--- src/rtl/cal_alarm_pkg.sv ---
package cal_alarm_pkg;
  localparam int FIELD_W = 8;
  localparam int LANE_N  = 4;
  localparam int WORD_W  = FIELD_W * LANE_N;
  localparam int ADDR_W  = 3;

  localparam logic [ADDR_W-1:0] IDX_CTRL = 3'd0;
  localparam logic [ADDR_W-1:0] IDX_MODE = 3'd1;
  localparam int                IDX_DATA0 = 2;
  localparam int                DATA_REGS = 4;

  localparam int C_ARM      = 2;
  localparam int C_DISARM   = 3;
  localparam int C_WAKE_CLR = 8;
  localparam int C_WAKE_SET = 9;
  localparam int M_WAKE_EN  = 1;
  localparam int M_WAKE_RST = 2;
  localparam int M_CONT     = 3;

  typedef struct packed {
    logic arm;
    logic disarm;
    logic wake_clr;
    logic wake_set;
  } ctrl_s;

  typedef struct packed {
    logic wake_en;
    logic wake_rst;
    logic cont;
  } mode_s;
endpackage

--- src/rtl/cal_alarm_regs.sv ---
module cal_alarm_regs
  import cal_alarm_pkg::*;
#(
  parameter int DW = WORD_W,
  parameter int AW = ADDR_W
) (
  input  logic          clk_i,
  input  logic          rst_ni,
  input  logic          wr_en_i,
  input  logic [AW-1:0] wr_addr_i,
  input  logic [DW-1:0] wr_data_i,
  output logic [2*DW-1:0] alm_o,
  output logic [2*DW-1:0] msk_o,
  output mode_s         mode_o,
  output ctrl_s         ctrl_o
);
  logic [DW-1:0] data_q [DATA_REGS];
  mode_s         mode_q;

  for (genvar g = 0; g < DATA_REGS; g++) begin : g_data
    always_ff @(posedge clk_i or negedge rst_ni) begin
      if (!rst_ni) data_q[g] <= '0;
      else if (wr_en_i && wr_addr_i == AW'(IDX_DATA0 + g)) data_q[g] <= wr_data_i;
    end
  end

  always_ff @(posedge clk_i or negedge rst_ni) begin
    if (!rst_ni) mode_q <= '0;
    else if (wr_en_i && wr_addr_i == IDX_MODE)
      mode_q <= '{wake_en: wr_data_i[M_WAKE_EN], wake_rst: wr_data_i[M_WAKE_RST],
                  cont: wr_data_i[M_CONT]};
  end

  logic ctrl_wr;
  assign ctrl_wr = wr_en_i && wr_addr_i == IDX_CTRL;

  // strobes live only in the write cycle
  assign ctrl_o = '{arm:      ctrl_wr & wr_data_i[C_ARM],
                    disarm:   ctrl_wr & wr_data_i[C_DISARM],
                    wake_clr: ctrl_wr & wr_data_i[C_WAKE_CLR],
                    wake_set: ctrl_wr & wr_data_i[C_WAKE_SET]};

  assign alm_o  = {data_q[1], data_q[0]};
  assign msk_o  = {data_q[3], data_q[2]};
  assign mode_o = mode_q;
endmodule

--- src/rtl/cal_alarm_cmp.sv ---
module cal_alarm_cmp
  import cal_alarm_pkg::*;
#(
  parameter int FW    = FIELD_W,
  parameter int LANES = 2 * LANE_N,
  localparam int VW   = FW * LANES
) (
  input  logic [VW-1:0] cur_i,
  input  logic [VW-1:0] alm_i,
  input  logic [VW-1:0] msk_i,
  output logic          hit_o
);
  logic [LANES-1:0] lane_ok;

  for (genvar g = 0; g < LANES; g++) begin : g_lane
    assign lane_ok[g] = ~|((cur_i[g*FW +: FW] ^ alm_i[g*FW +: FW]) & msk_i[g*FW +: FW]);
  end

  assign hit_o = &lane_ok;
endmodule

--- src/rtl/cal_alarm_evt.sv ---
module cal_alarm_evt
  import cal_alarm_pkg::*;
(
  input  logic  clk_i,
  input  logic  rst_ni,
  input  logic  tick_i,
  input  logic  hit_i,
  input  ctrl_s ctrl_i,
  input  mode_s mode_i,
  output logic  armed_o,
  output logic  pending_o,
  output logic  irq_o,
  output logic  time_clr_o
);
  logic armed_q, pend_q, wake_q, clr_q;
  logic match;

  assign match = tick_i & armed_q & hit_i;

  always_ff @(posedge clk_i or negedge rst_ni) begin
    if (!rst_ni) begin
      armed_q <= 1'b0;
      pend_q  <= 1'b0;
      wake_q  <= 1'b0;
      clr_q   <= 1'b0;
    end else begin
      if (ctrl_i.disarm)   armed_q <= 1'b0;
      else if (ctrl_i.arm) armed_q <= 1'b1;

      if (ctrl_i.disarm)   pend_q <= 1'b0;
      else if (match)      pend_q <= 1'b1;

      // software clear wins over any set in the same cycle
      if (ctrl_i.disarm || ctrl_i.wake_clr)                  wake_q <= 1'b0;
      else if (ctrl_i.wake_set || (match && mode_i.wake_en)) wake_q <= 1'b1;

      clr_q <= match & mode_i.wake_en & mode_i.wake_rst & ~mode_i.cont & ~ctrl_i.disarm;
    end
  end

  assign armed_o    = armed_q;
  assign pending_o  = pend_q;
  assign irq_o      = wake_q;
  assign time_clr_o = clr_q;

  p_disarm_clears_r7: assert property (@(posedge clk_i) disable iff (!rst_ni)
    ctrl_i.disarm |=> !armed_q && !pend_q && !wake_q && !clr_q);

  p_arm_r2: assert property (@(posedge clk_i) disable iff (!rst_ni)
    (ctrl_i.arm && !ctrl_i.disarm) |=> armed_q);

  p_pend_cause_r3: assert property (@(posedge clk_i) disable iff (!rst_ni)
    $rose(pend_q) |-> $past(tick_i && armed_q && hit_i));

  p_irq_cause_r6: assert property (@(posedge clk_i) disable iff (!rst_ni)
    $rose(wake_q) |-> $past(ctrl_i.wake_set || (tick_i && armed_q && hit_i && mode_i.wake_en)));

  p_clr_with_pend_r9: assert property (@(posedge clk_i) disable iff (!rst_ni)
    clr_q |-> pend_q && !$past(mode_i.cont));
endmodule

--- src/rtl/cal_alarm_match.sv ---
module cal_alarm_match
  import cal_alarm_pkg::*;
#(
  parameter int FW = FIELD_W,
  parameter int DW = WORD_W,
  parameter int AW = ADDR_W,
  localparam int VW    = 2 * DW,
  localparam int PAD_W = VW - 7 * FW
) (
  input  logic          clk_i,
  input  logic          rst_ni,
  input  logic          wr_en_i,
  input  logic [AW-1:0] wr_addr_i,
  input  logic [DW-1:0] wr_data_i,
  input  logic          tick_i,
  input  logic [FW-1:0] sec_i,
  input  logic [FW-1:0] min_i,
  input  logic [FW-1:0] hour_i,
  input  logic [FW-1:0] day_i,
  input  logic [FW-1:0] mon_i,
  input  logic [FW-1:0] year_i,
  input  logic [FW-1:0] wday_i,
  output logic          irq_o,
  output logic          pending_o,
  output logic          armed_o,
  output logic          time_clr_o
);
  logic [VW-1:0] alm, msk, cur;
  mode_s         mode;
  ctrl_s         ctrl;
  logic          hit;

  assign cur = {{PAD_W{1'b0}}, wday_i, year_i, mon_i, day_i, hour_i, min_i, sec_i};

  cal_alarm_regs #(.DW(DW), .AW(AW)) u_regs (
    .clk_i, .rst_ni, .wr_en_i, .wr_addr_i, .wr_data_i,
    .alm_o(alm), .msk_o(msk), .mode_o(mode), .ctrl_o(ctrl)
  );

  cal_alarm_cmp #(.FW(FW), .LANES(VW / FW)) u_cmp (
    .cur_i(cur), .alm_i(alm), .msk_i(msk), .hit_o(hit)
  );

  cal_alarm_evt u_evt (
    .clk_i, .rst_ni, .tick_i, .hit_i(hit), .ctrl_i(ctrl), .mode_i(mode),
    .armed_o, .pending_o, .irq_o, .time_clr_o
  );
endmodule

--- config.mk ---
export PLATFORM = sky130hd
export DESIGN_NAME = cal_alarm_match
export DESIGN_NICKNAME = d
export VERILOG_FILES = /design/src/rtl/cal_alarm_pkg.sv /design/src/rtl/cal_alarm_regs.sv /design/src/rtl/cal_alarm_cmp.sv /design/src/rtl/cal_alarm_evt.sv /design/src/rtl/cal_alarm_match.sv
export SDC_FILE = /design/constraint.sdc
export NUM_CORES = 1
export LEC_CHECK = 0
export BUFFER_PORTS_ARGS = -buffer_cell sky130_fd_sc_hd__buf_4
export CAP_MARGIN = 20
export CORE_ASPECT_RATIO = 0.9
export CORE_MARGIN = 2
export CORE_UTILIZATION = 35
export CTS_CLUSTER_DIAMETER = 50
export DETAILED_ROUTE_END_ITERATION = 10
export HOLD_SLACK_MARGIN = 0.12
export PLACE_DENSITY = 0.6
export SYNTH_ARGS = -nofsm -noshare
export SYNTH_HDL_FRONTEND = slang
export SYNTH_SLANG_ARGS = --single-unit
--- constraint.sdc ---
create_clock -name clk_i -period 3.65 [get_ports clk_i]
set_input_delay 0.365 -clock clk_i [delete_from_list [all_inputs] [get_ports clk_i]]
set_output_delay 0.365 -clock clk_i [all_outputs]
set_load 0.02 [all_outputs]
Yosys cells after proc, flatten, opt, wreduce, memory -nomap -nowiden
Index checks and enable logic that the tools add are counted.
W data, S select, Z words.
{ "classes": {"n_eq_ne": 5, "mux": 6, "bitwise": 27, "n_reduce_logical": 30} }
{ "ops": {"columns": ["op", "n"], "rows": [
  ["$and A8 B8 Y8", 8],
  ["$reduce_or A8 Y1", 8],
  ["$xor A8 B8 Y8", 7],
  ["$and A1 B1 Y1", 10],
  ["$logic_not A1 Y1", 8],
  ["$reduce_and A8 Y1", 1],
  ["$logic_and A1 B1 Y1", 7],
  ["$eq A3 B2 Y1 const B", 2],
  ["$eq A3 B3 Y1 const B", 2],
  ["$mux W1", 6],
  ["$reduce_bool A2 Y1", 3],
  ["$eq A3 B1 Y1 const B", 1],
  ["$logic_not A3 Y1", 1],
  ["$logic_or A1 B1 Y1", 2],
  ["$not A1 Y1", 2]
]} }
{ "totals": {"reg_bits": 135, "in_bits": 95, "output_inout_bits": 4, "elab_cells": 79} }

Logic depth before layout (Yosys ltp)
Gate-level depths: netlist of the first run.
{ "depth": {"depth_word": 10, "mapped_depth": 6, "depth_no_buf": 6} }

By module
Synthesis of the first run repeated with hierarchy kept, for this count alone.
{ "unflattened": {"cells_unflattened": 404, "hier_area_um2": 6249.7} }
{ "modules_own_cells": {"columns": ["mod", "n_inst", "cells_each", "area_per_inst_um2", "seq_area_each_um2"], "rows": [
  ["cal_alarm_regs", 1, 286, 5210.0, 3278.1],
  ["cal_alarm_cmp", 1, 105, 885.8, 0.0],
  ["cal_alarm_evt", 1, 12, 150.1, 100.1],
  ["cal_alarm_match", 1, 1, 3.8, 0.0]
]} }

Worst setup path before layout of the first run
OpenSTA, ideal clock, no wires.
{ "synth_timing": {"path_kind": "register to register", "startpoint": "register u_regs.data_q, in the netlist u_regs.alm_o[25]", "endpoint": "register u_evt.clr_q, in the netlist u_evt.time_clr_o", "setup_time_ps": 111, "t_arrival_ps": 1582, "required_time_ps": 3539, "slack_ps": 1957, "path_stages_with_launch": 7, "n_path_buf": 0, "period_less_slack_ps": 1693, "path_cell_list": "dfrtp_1 > xor2_1 > a22oi_1 > nand4_1 > nor4b_2 > nand4_1 > a2111oi_2"} }
{ "synth_between": {"elab_chain_cells": 10} }
{ "synth_rtl": {"columns": ["element", "line_no", "text"], "rows": [
  ["from (decl)", "cal_alarm_regs.sv:17", "logic [DW-1:0] data_q [DATA_REGS];"],
  ["from (signal, indexed assignment)", "cal_alarm_regs.sv:23", "else if (wr_en_i && wr_addr_i == AW'(IDX_DATA0 + g)) data_q[g] <= wr_data_i;"],
  ["$xor A8 B8 Y8", "cal_alarm_cmp.sv:16", "assign lane_ok[g] = ~|((cur_i[g*FW +: FW] ^ alm_i[g*FW +: FW]) & msk_i[g*FW +: FW]);"],
  ["$and A8 B8 Y8", "cal_alarm_cmp.sv:16", null],
  ["$reduce_or A8 Y1", "cal_alarm_cmp.sv:16", null],
  ["$logic_not A1 Y1", "cal_alarm_cmp.sv:16", null],
  ["$reduce_and A8 Y1", "cal_alarm_cmp.sv:19", "assign hit_o = &lane_ok;"],
  ["$and A1 B1 Y1", "cal_alarm_evt.sv:18", "assign match = tick_i & armed_q & hit_i;"],
  ["$and A1 B1 Y1 (4 in a row)", "cal_alarm_evt.sv:37", "clr_q <= match & mode_i.wake_en & mode_i.wake_rst & ~mode_i.cont & ~ctrl_i.disarm;"],
  ["to (signal assigned)", "cal_alarm_evt.sv:37", null],
  ["to (decl)", "cal_alarm_evt.sv:15", "logic armed_q, pend_q, wake_q, clr_q;"]
]} }
No other way between the ends.
A chain may end at the register's enable or synchronous reset.

Worst setup path after layout of the first run
{ "layout_timing": {"startpoint": "register u_regs.data_q, in the netlist u_regs.alm_o[17]", "endpoint": "register u_evt.clr_q, in the netlist u_evt.time_clr_o"} }
Same word-level chain as after synthesis.

==> results.py, run 1 <==
metrics = {
    "timing": {
        "fin_skew_ps": 4.47,
        "fin_tns_setup_ps": 0,
        "relSlewSlack_pct": 31.1,
        "clock.fmax_mhz": 429,
        "worst-slew-pin-transition_ps": 1030,
        "final_max_slew_viol_count": 0,
        "final.min_clock_period_ps": 2330,
        "setup_violations": 0,
        "hold_viol_final": 0,
        "rsz0062_at_grt": "false",
        "finalCritPeriodShare_pct": 63.9,
    },
    "layout": {
        "num_antenna_cells": 0,
        "n_fill_cell": 1483,
        "drive_above_1_share_pct": 52.4,
        "final_cells": 730,
        "multi_input_area_um2": 2430,
        "area_growth_pct": 27.7,
        "register_area_um2": 3380,
        "final_nets": 605,
    },
    "synthesis": {
        "synth.top_cell.area_share_pct": 57.7,
        "syn-cell-area_um2": 5860,
        "synth-seq-cells": 135,
        "ys.flop_type": "dfrtp_1",
        "synth.most_common_cell": "dfrtp_1",
        "syn_inst": 397,
        "avgSynthCellArea_um2": 14.8,
        "async_reset_ff_share_pct": 100,
        "synth_commonest_cells": "135 x dfrtp_1, 130 x mux2_2, 55 x xor2_1",
        "ys_top_cells_by_area": "dfrtp_1 58%, mux2_2 25%, xor2_1 8.2%",
        "seq_area_frac_synth_pct": 57.7,
        "synth_edf_count": 0,
        "syn_nets": 492,
        "synth_top_area_cell": "dfrtp_1",
        "ys_warn_count": 0,
        "ys_types": 29,
    },
    "global_routing": {
        "grt_use_total_pct": 16.6,
        "grt_pass1_wl_um": 22100,
        "grt_max_degree": 68,
        "first_global_vias": 3938,
        "globalRouteOverflowTotal": 0,
        "antenna_found_initial": 0,
    },
    "pwr": {
        "peakVddDrop_uv": 347,
        "p_per_area_nw_per_um2": 603,
        "leakagePower_nw": 3.36,
    },
    "critical_path": {
        "crit_path_top_delay_cell": "a22oi_1",
        "path_class": "flop to flop",
        "critPathCaptureType": "flop",
        "required_ps": 3950,
        "rr_startpoint": "u_regs.alm_o[17]$_DFFE_PN0P_",
        "crit_buf_inv": 0,
        "max_stage_delay_ps": 460,
        "cp_num_cells": 6,
        "crit_chain": "xor2_1 > a22oi_1 > nand4_1 > nor4_2 > nand4_1 > a2111oi_2",
        "startpoint": "u_regs.alm_o[17]$_DFFE_PN0P_",
        "arrival_ps": 2630,
        "worstSetupStartpointType": "flop",
        "crit_path_frequent_cell": "nand4_1",
        "critPathMaxFanout": 2,
        "r2r_cells": 6,
        "crit_family": "simple AND/OR/NAND/NOR gates",
    },
    "detailed_routing": {
        "ant_nets": 0,
        "wl_met3_um": 603,
        "wl_met1_um": 6900,
        "vias": 3662,
        "dr.pass1.iters": 6,
        "drc": 0,
        "routed_via_density": 5.02,
        "wl_per_cell_um": 19.2,
        "wl_met2_um": 6360,
        "wl_um": 14000,
        "routed.top_layer": "met4",
        "detail_route.iter0.violations": 239,
    },
    "die": {
        "initial_core_util_pct": 36.1,
        "rows": 44,
        "coreArea_um2": 16200,
        "die_height_um": 127,
        "die_area_um2": 17800,
        "die_width_um": 140,
        "io_pins": 99,
    },
    "flow_run": {
        "drv_cap": 0,
    },
    "cts": {
        "cts-buffers-inserted": 17,
        "cts.htree.levels": 4,
        "cts.clk_slew.worst_paths_ps": 60,
        "clkLatencyLatePin_ps": 410,
        "clock_sinks": 135,
        "ctsHoldBuffers": 1,
        "clockBufferDepth": 2,
        "cts-root-buf": "clkbuf_16",
        "post_cts_resize_count": 0,
        "cts_tree": "built",
        "postCtsSetupRepairBufs": 0,
    },
    "place": {
        "place.port_buffers": 98,
        "routabilityCongestion": 0.737,
        "dpl.hpwl_um": 9810,
        "dp.cells": 696,
    },
    "status": {
        "status": "complete, no violations",
    },
    "worst_hold_path": {
        "min-delay-path-class": "input pin to flop",
        "min-delay-start": "wr_data_i[18]",
        "min_path_cells": 2,
    },
}
-- logic make-up after synthesis --
logic type | Yosys count | share of synthesized area [%]
XOR/XNOR | 56 | 8.50
multiplexers | 130 | 25.0
AND/OR/NAND/NOR | 22 | 2.41
flip-flops | 135 | 57.7
buffers and inverters | 14 | 1.03
AO/OA/AOI/OAI | 40 | 5.40
-- worst register-to-register path: stages, from the launching register on --
cell and delay, ps:
dfrtp_1 390, xor2_1 160, a22oi_1 460, nand4_1 270, nor4_2 400, nand4_1 190
a2111oi_2 350
-- metal layers --
layer / vias up / track usage, %
met5: - / 0
met4: 0 / 4.28
met3: 12 / 4.30
met2: 97 / 25.6
met1: 1877 / 23.4
li1: 1676 / -
-- state kept, by name, summed over array words and instances (netlist names) --
| name | flops |
|---|---|
| u_regs.msk_o | 64 |
| u_evt.time_clr_o | 1 |
| u_regs.mode_o | 3 |
| u_evt.armed_o | 1 |
| u_regs.alm_o | 64 |
| u_evt.irq_o | 1 |
| u_evt.pending_o | 1 |
-- layout make-up --
cell class	count	share of cell area [%]
Clock buffer	24	6.57
Sequential cell	135	45.2
Multi-Input combinational cell	248	32.5
Inverter	1	0.0502
Tap cell	207	3.46
Timing Repair Buffer	107	11.0
Clock inverter	8	1.27
-- cell usage in the layout, fill, tap and decap left out, types with 2 or more instances in the layout --
cell type	netlist	routed
bufinv_16	0	2
a221oi_2	2	2
nand2_1	5	5
clkinv_2	0	4
a22o_1	2	2
mux2_2	130	130
buf_4	0	104
a21oi_1	6	6
xor2_1	55	55
clkbuf_16	0	17
a222oi_1	2	2
clkbuf_1	4	3
clkinvlp_4	0	2
nand4_1	8	8
clkbuf_8	0	4
dfrtp_1	135	135
a22oi_1	23	23
-- stage by stage --
stage                     instance area, µm²  hold WS [ps]  total power [mW]  worst slack [ps]  util [%]
after CTS                               7470           199              4.56              1330      46.0
final                                   7480           215              4.51              1320      46.1
after global placement                  6870           354              2.81              1300      42.3
after floorplan                         5860          69.4              2.52              1960         -
after global routing                    7480           204              4.74              1170      46.1
after detailed placement                6870           357              2.85              1270      42.3
-- power by group --
group	leakage, nW	internal, mW	switching [mW]
sequential	1.62	1.82	0.194
combinational	1.45	0.463	0.334
clock	0.286	1.07	0.622
-- worst paths after layout --
check / end / slack, ps
setup / recovery: u_evt.time_clr_o$_DFF_PN0_ / 1320
hold / removal: u_regs.alm_o[18]$_DFFE_PN0P_ / 210
setup reg to reg: u_evt.time_clr_o$_DFF_PN0_ / 1320
hold reg to reg: u_evt.time_clr_o$_DFF_PN0_ / 460
max in group asynchronous: u_regs.alm_o[56]$_DFFE_PN0P_ / 2360
min in group asynchronous: u_regs.msk_o[15]$_DFFE_PN0P_ / 450
Note: power is estimated with default switching activity, not from simulation.
==> inputs of run 2 (changes only) <==
Settings changed: ABC_AREA from default to 1, PLACE_DENSITY 0.6 to 0.62.
Clock period 3.65 ns to 1.9 ns, I/O delays scaled along.
==> results.py, run 2 <==
metrics = {
    "cts": {
        "clockBufferDepth": 2,
        "cts.htree.levels": 4,
        "post_cts_resize_count": 0,
        "clkLatencyLatePin_ps": 410,
        "cts-buffers-inserted": 17,
        "clock_sinks": 135,
        "cts-root-buf": "clkbuf_16",
        "cts.clk_slew.worst_paths_ps": 50,
        "cts_tree": "built",
    },
    "synthesis": {
        "synthMuxAreaShare_pct": 0,
        "async_reset_ff_share_pct": 100,
        "syn_inst": 798,
        "syn_nets": 893,
        "syn-cell-area_um2": 6160,
        "synthSimpleGateAreaFrac_pct": 26.2,
        "synth_top_family_by_area": "simple AND/OR/NAND/NOR gates",
        "synth_xor_area_share_pct": 0,
        "ys.flop_type": "dfrtp_1",
        "ys_top_cells_by_area": "dfrtp_1 55%, nand2_1 17%, o21ai_1 11%",
        "synth-seq-cells": 135,
        "synth_edf_count": 0,
        "synth_top_area_cell": "dfrtp_1",
        "synth.most_common_cell": "nand2_1",
        "avgSynthCellArea_um2": 7.73,
        "synth.top_cell.area_share_pct": 54.8,
        "synthAdderAreaFrac_pct": 0,
        "ys_types": 21,
        "synth_compound_area_share_pct": 11.2,
        "synth_commonest_cells": "277 x nand2_1, 135 x dfrtp_1, 130 x o21ai_1",
        "seq_area_frac_synth_pct": 54.8,
        "ys_warn_count": 0,
    },
    "detailed_routing": {
        "routed_via_density": 4.41,
        "ant_nets": 0,
        "drc": 0,
        "detail_route.iter0.violations": 337,
        "wl_per_cell_um": 13.3,
        "vias": 5199,
        "dr.pass1.iters": 5,
        "wl_um": 15700,
    },
    "global_routing": {
        "grt_max_degree": 65,
        "first_global_vias": 4748,
        "grt_use_total_pct": 17.8,
        "grt_pass1_wl_um": 25000,
        "globalRouteOverflowTotal": 0,
        "antenna_found_initial": 0,
    },
    "flow_run": {
        "drv_cap": 0,
    },
    "layout": {
        "layout_common_cells": "275 x nand2_1, 135 x dfrtp_1, 130 x o21ai_1",
        "fin_area_um2": 8060,
        "layout_commonest_cell": "nand2_1",
        "num_antenna_cells": 0,
        "n_fill_cell": 1776,
        "drive_above_1_share_pct": 15.2,
        "area_growth_pct": 30.8,
        "final_nets": 1022,
        "multi_input_area_um2": 2310,
        "register_area_um2": 3380,
    },
    "pwr": {
        "power_frac_seq_pct": 45.4,
        "leakagePower_nw": 4.19,
        "power_mw": 8.24,
        "p_sw_mw": 2.29,
        "p_int_mw": 5.95,
        "comb_power_share_pct": 18.1,
        "peakVddDrop_uv": 643,
        "p_clk_share_pct": 36.4,
        "p_per_area_nw_per_um2": 1020,
        "p_sw_share_pct": 27.7,
    },
    "timing": {
        "hold_viol_final": 0,
        "rsz0062_at_grt": "false",
        "worst-slew-pin-transition_ps": 485,
        "fin_tns_setup_ps": 0,
        "fin_ws_ps": 490,
        "fin_skew_ps": 5.44,
        "relSlewSlack_pct": 67.6,
        "setup_violations": 0,
        "clock.fmax_mhz": 709,
        "final.min_clock_period_ps": 1410,
        "finalCritPeriodShare_pct": 74.2,
        "hold_slack_ps": 156,
        "final_max_slew_viol_count": 0,
    },
    "die": {
        "die_height_um": 130,
        "coreArea_um2": 17400,
        "die_width_um": 144,
        "die_area_um2": 18700,
        "rows": 46,
        "io_pins": 99,
        "initial_core_util_pct": 35.3,
    },
    "critical_path": {
        "critPathCaptureType": "flop",
        "worstSetupStartpointType": "flop",
        "path_class": "flop to flop",
        "critPathMaxFanout": 3,
        "ff2ff_setup_slack_ps": 490,
        "arrival_ps": 1750,
        "required_ps": 2240,
    },
    "place": {
        "pre_cts_ws_ps": 504,
        "routabilityCongestion": 0.772,
        "place.port_buffers": 98,
        "place_area_um2": 7240,
        "dpl.hpwl_um": 11000,
    },
    "status": {
        "status": "complete, no violations",
    },
    "worst_hold_path": {
        "min-delay-path-class": "input pin to flop",
    },
}
[run 2: path summary, 6_finish.rpt]
kind                                         startpoint                           end  cells after the start
min in group asynchronous                        rst_ni  u_regs.alm_o[38]$_DFFE_PN0P_                      2
max                        u_regs.alm_o[29]$_DFFE_PN0P_       u_evt.irq_o$_DFFE_PN0P_                      9
min reg2reg                u_regs.mode_o[0]$_DFFE_PN0P_  u_regs.mode_o[0]$_DFFE_PN0P_                      2
max in group asynchronous                        rst_ni  u_regs.alm_o[13]$_DFFE_PN0P_                      3
min                                        wr_data_i[9]  u_regs.msk_o[41]$_DFFE_PN0P_                      3
max reg2reg                u_regs.alm_o[29]$_DFFE_PN0P_       u_evt.irq_o$_DFFE_PN0P_                      9
[run 2: cell type report]
cell class / count / share of cell area, %
clock buffer: 27 / 6.49
clock inverter: 3 / 0.186
inverter: 100 / 4.65
multi-input combinational: 539 / 28.7
sequential: 135 / 41.9
tap: 240 / 3.72
timing repair buffer: 134 / 14.4
[run 2: timing repair]
action,4_1_cts,5_1_grt
endpoints found under the hold margin,155,0
buffers inserted,0,0
hold buffers,29,0
[run 2: cells by family (layout without fill, tap and decap cells)]
logic type | after synthesis | after routing
flip-flops | 135 | 135
buffers and inverters | 124 | 264
AO/OA/AOI/OAI | 137 | 137
AND/OR/NAND/NOR | 402 | 402
[run 2: metrics by stage]
stage	utilization, %	std cells
after floorplan	-	798
after global placement	41.5	1119
after detailed placement	41.5	1119
after CTS	46.2	1178
after global routing	46.2	1178
final	46.2	1178
[run 2: critical path, cell delays in order, from the launching register on]
cell	delay [ps]
dfrtp_1	390
nor2_1	110
nor2_1	60
nor2_1	180
nand2_1	90
nor2_1	110
nand2_1	70
nor2_2	120
nand3_2	100
a21oi_2	110
[run 2: power groups by stage]
stage          Sequential, mW  Combinational [mW]  Clock [mW]
6_report                 3.74                1.49        3.00
5_1_grt                  3.82                1.75        3.18
4_1_cts                  3.74                1.52        3.07
3_5_place_dp             3.78                1.47           0
2_1_floorplan            3.72               0.947           0
3_3_place_gp             3.77                1.44           0
[run 2: layer usage]
layer	GRT usage (%)	share of wire, %	wire, µm	vias to the layer above
met5	0	0	0	-
met4	4.73	1.0	162	0
met3	4.26	4.2	666	15
met2	26.9	44	6920	101
met1	25.9	51	7960	2336
li1	-	-	-	2747
==> inputs of run 3 (changes only) <==
Settings changed: PLACE_DENSITY 0.62 to 0.6.
Clock period 1.9 ns to 1.5 ns, I/O delays scaled along.
==> results.py, run 3 (synthesis gave the netlist of run 2 again) <==
metrics = {
    "status": {
        "status": "complete, no violations",
    },
    "global_routing": {
        "grt_max_degree": 65,
        "grt_use_met2_pct": 27.8,
        "antenna_found_initial": 0,
        "first_global_vias": 4957,
        "grt_use_total_pct": 18.6,
        "grt_pass1_wl_um": 25900,
        "globalRouteOverflowTotal": 0,
        "use_met1_pct": 26.9,
        "use_met3_pct": 4.22,
        "grt-busiest-layer": "met2",
    },
    "pwr": {
        "p_per_area_nw_per_um2": 1290,
        "leakagePower_nw": 4.21,
        "peakVddDrop_uv": 816,
        "power_mw": 10.5,
    },
    "timing": {
        "fin_skew_ps": 5.73,
        "hold_viol_final": 0,
        "final.min_clock_period_ps": 1400,
        "worst-slew-pin-transition_ps": 361,
        "rsz0062_at_grt": "true",
        "setup_violations": 0,
        "finalCritPeriodShare_pct": 93.5,
        "final_max_slew_viol_count": 0,
        "fin_ws_ps": 97.7,
        "fin_tns_setup_ps": 0,
        "relSlewSlack_pct": 76.0,
        "clock.fmax_mhz": 713,
    },
    "cts": {
        "clock_sinks": 135,
        "cts.clk_slew.worst_paths_ps": 60,
        "clockBufferDepth": 2,
        "cts_tree": "built",
        "clkLatencyLatePin_ps": 420,
        "cts-root-buf": "clkbuf_16",
        "cts-buffers-inserted": 17,
        "cts.htree.levels": 4,
    },
    "layout": {
        "num_antenna_cells": 0,
        "area_growth_pct": 32.2,
        "final_nets": 1027,
        "drive_above_1_share_pct": 17.0,
        "multi_input_area_um2": 2370,
        "register_area_um2": 3380,
        "n_fill_cell": 1783,
        "layout_commonest_cell": "nand2_1",
        "final_util_pct": 46.7,
        "layout_common_cells": "272 x nand2_1, 135 x dfrtp_1, 130 x o21ai_1",
    },
    "place": {
        "place.port_buffers": 98,
        "dpl.hpwl_um": 11200,
        "pre_cts_ws_ps": 26.9,
        "routabilityCongestion": 0.762,
    },
    "die": {
        "die_width_um": 144,
        "die_area_um2": 18700,
        "initial_core_util_pct": 35.3,
        "die_height_um": 130,
        "coreArea_um2": 17400,
        "rows": 46,
        "io_pins": 99,
    },
    "detailed_routing": {
        "ant_nets": 0,
        "drc": 0,
        "routed_via_density": 4.51,
        "wl_um": 16400,
        "detail_route.iter0.violations": 410,
        "wl_per_cell_um": 13.9,
        "dr.pass1.iters": 5,
        "vias": 5326,
    },
    "worst_hold_path": {
        "min-delay-path-class": "input pin to flop",
    },
    "critical_path": {
        "critPathMaxFanout": 3,
        "arrival_ps": 1750,
        "ff2ff_setup_slack_ps": 100,
        "worstSetupStartpointType": "flop",
        "critPathCaptureType": "flop",
        "path_class": "flop to flop",
        "required_ps": 1850,
    },
    "flow_run": {
        "drv_cap": 0,
    },
}
==> run 3: final timing paths <==
path,endpoint,start,cells past startpoint
hold reg to reg,u_regs.msk_o[22]$_DFFE_PN0P_,u_regs.msk_o[22]$_DFFE_PN0P_,2
min in group asynchronous,u_regs.alm_o[40]$_DFFE_PN0P_,rst_ni,2
hold / removal,u_regs.alm_o[3]$_DFFE_PN0P_,wr_data_i[3],3
setup reg to reg,u_evt.irq_o$_DFFE_PN0P_,u_regs.alm_o[12]$_DFFE_PN0P_,11
max in group asynchronous,u_regs.alm_o[12]$_DFFE_PN0P_,rst_ni,3
setup / recovery,u_evt.irq_o$_DFFE_PN0P_,u_regs.alm_o[12]$_DFFE_PN0P_,11
==> run 3: critical path, stage by stage (launching register included) <==
cell and delay (ps):
dfrtp_1 400, inv_1 60, nand2_1 40, nand3_1 80, nand2_1 80, inv_1 70, nand2_1 60, nor2_2 110
nand2_2 80, nor2_4 130, nand3_2 100, a21oi_2 120
==> run 3: metrics by stage <==
stage / cells / hold slack (ps) / cell area, µm²
after global routing: 1182 / 185 / 8150
after floorplan: 798 / -146 / 6160
after CTS: 1181 / 153 / 8090
final: 1182 / 159 / 8150
after global placement: 1120 / 71.2 / 7240
after detailed placement: 1120 / 73.9 / 7240
==> run 3: what timing repair did <==
| action | 4_1_cts | 5_1_grt |
|---|---|---|
| hold buffers | 32 | 0 |
| setup buffers | 0 | 1 |
| endpoints found under the setup margin | 0 | 3 |
| endpoints found under the hold margin | 260 | 0 |
| resized for setup | 0 | 17 |
==> run 3: power by group <==
part	internal, mW	switching [mW]	leakage [nW]
clock	2.29	1.46	0.265
combinational	0.897	1.09	2.25
sequential	4.32	0.420	1.70
total	7.51	2.96	4.21
==> run 3: metal layers <==
metal	part of all wire, %	routed length [µm]	up-vias
li1	-	-	2760
met1	49	8010	2429
met2	45	7380	119
met3	5.1	832	18
met4	1.1	184	0
met5	0	0	-
==> run 3: layout make-up <==
| class | instances | area share [%] |
|---|---|---|
| Sequential cell | 135 | 41.5 |
| Multi-Input combinational cell | 539 | 29.0 |
| Timing Repair Buffer | 139 | 14.8 |
| Clock buffer | 25 | 6.20 |
| Inverter | 100 | 4.61 |
| Tap cell | 240 | 3.68 |
| Clock inverter | 4 | 0.246 |
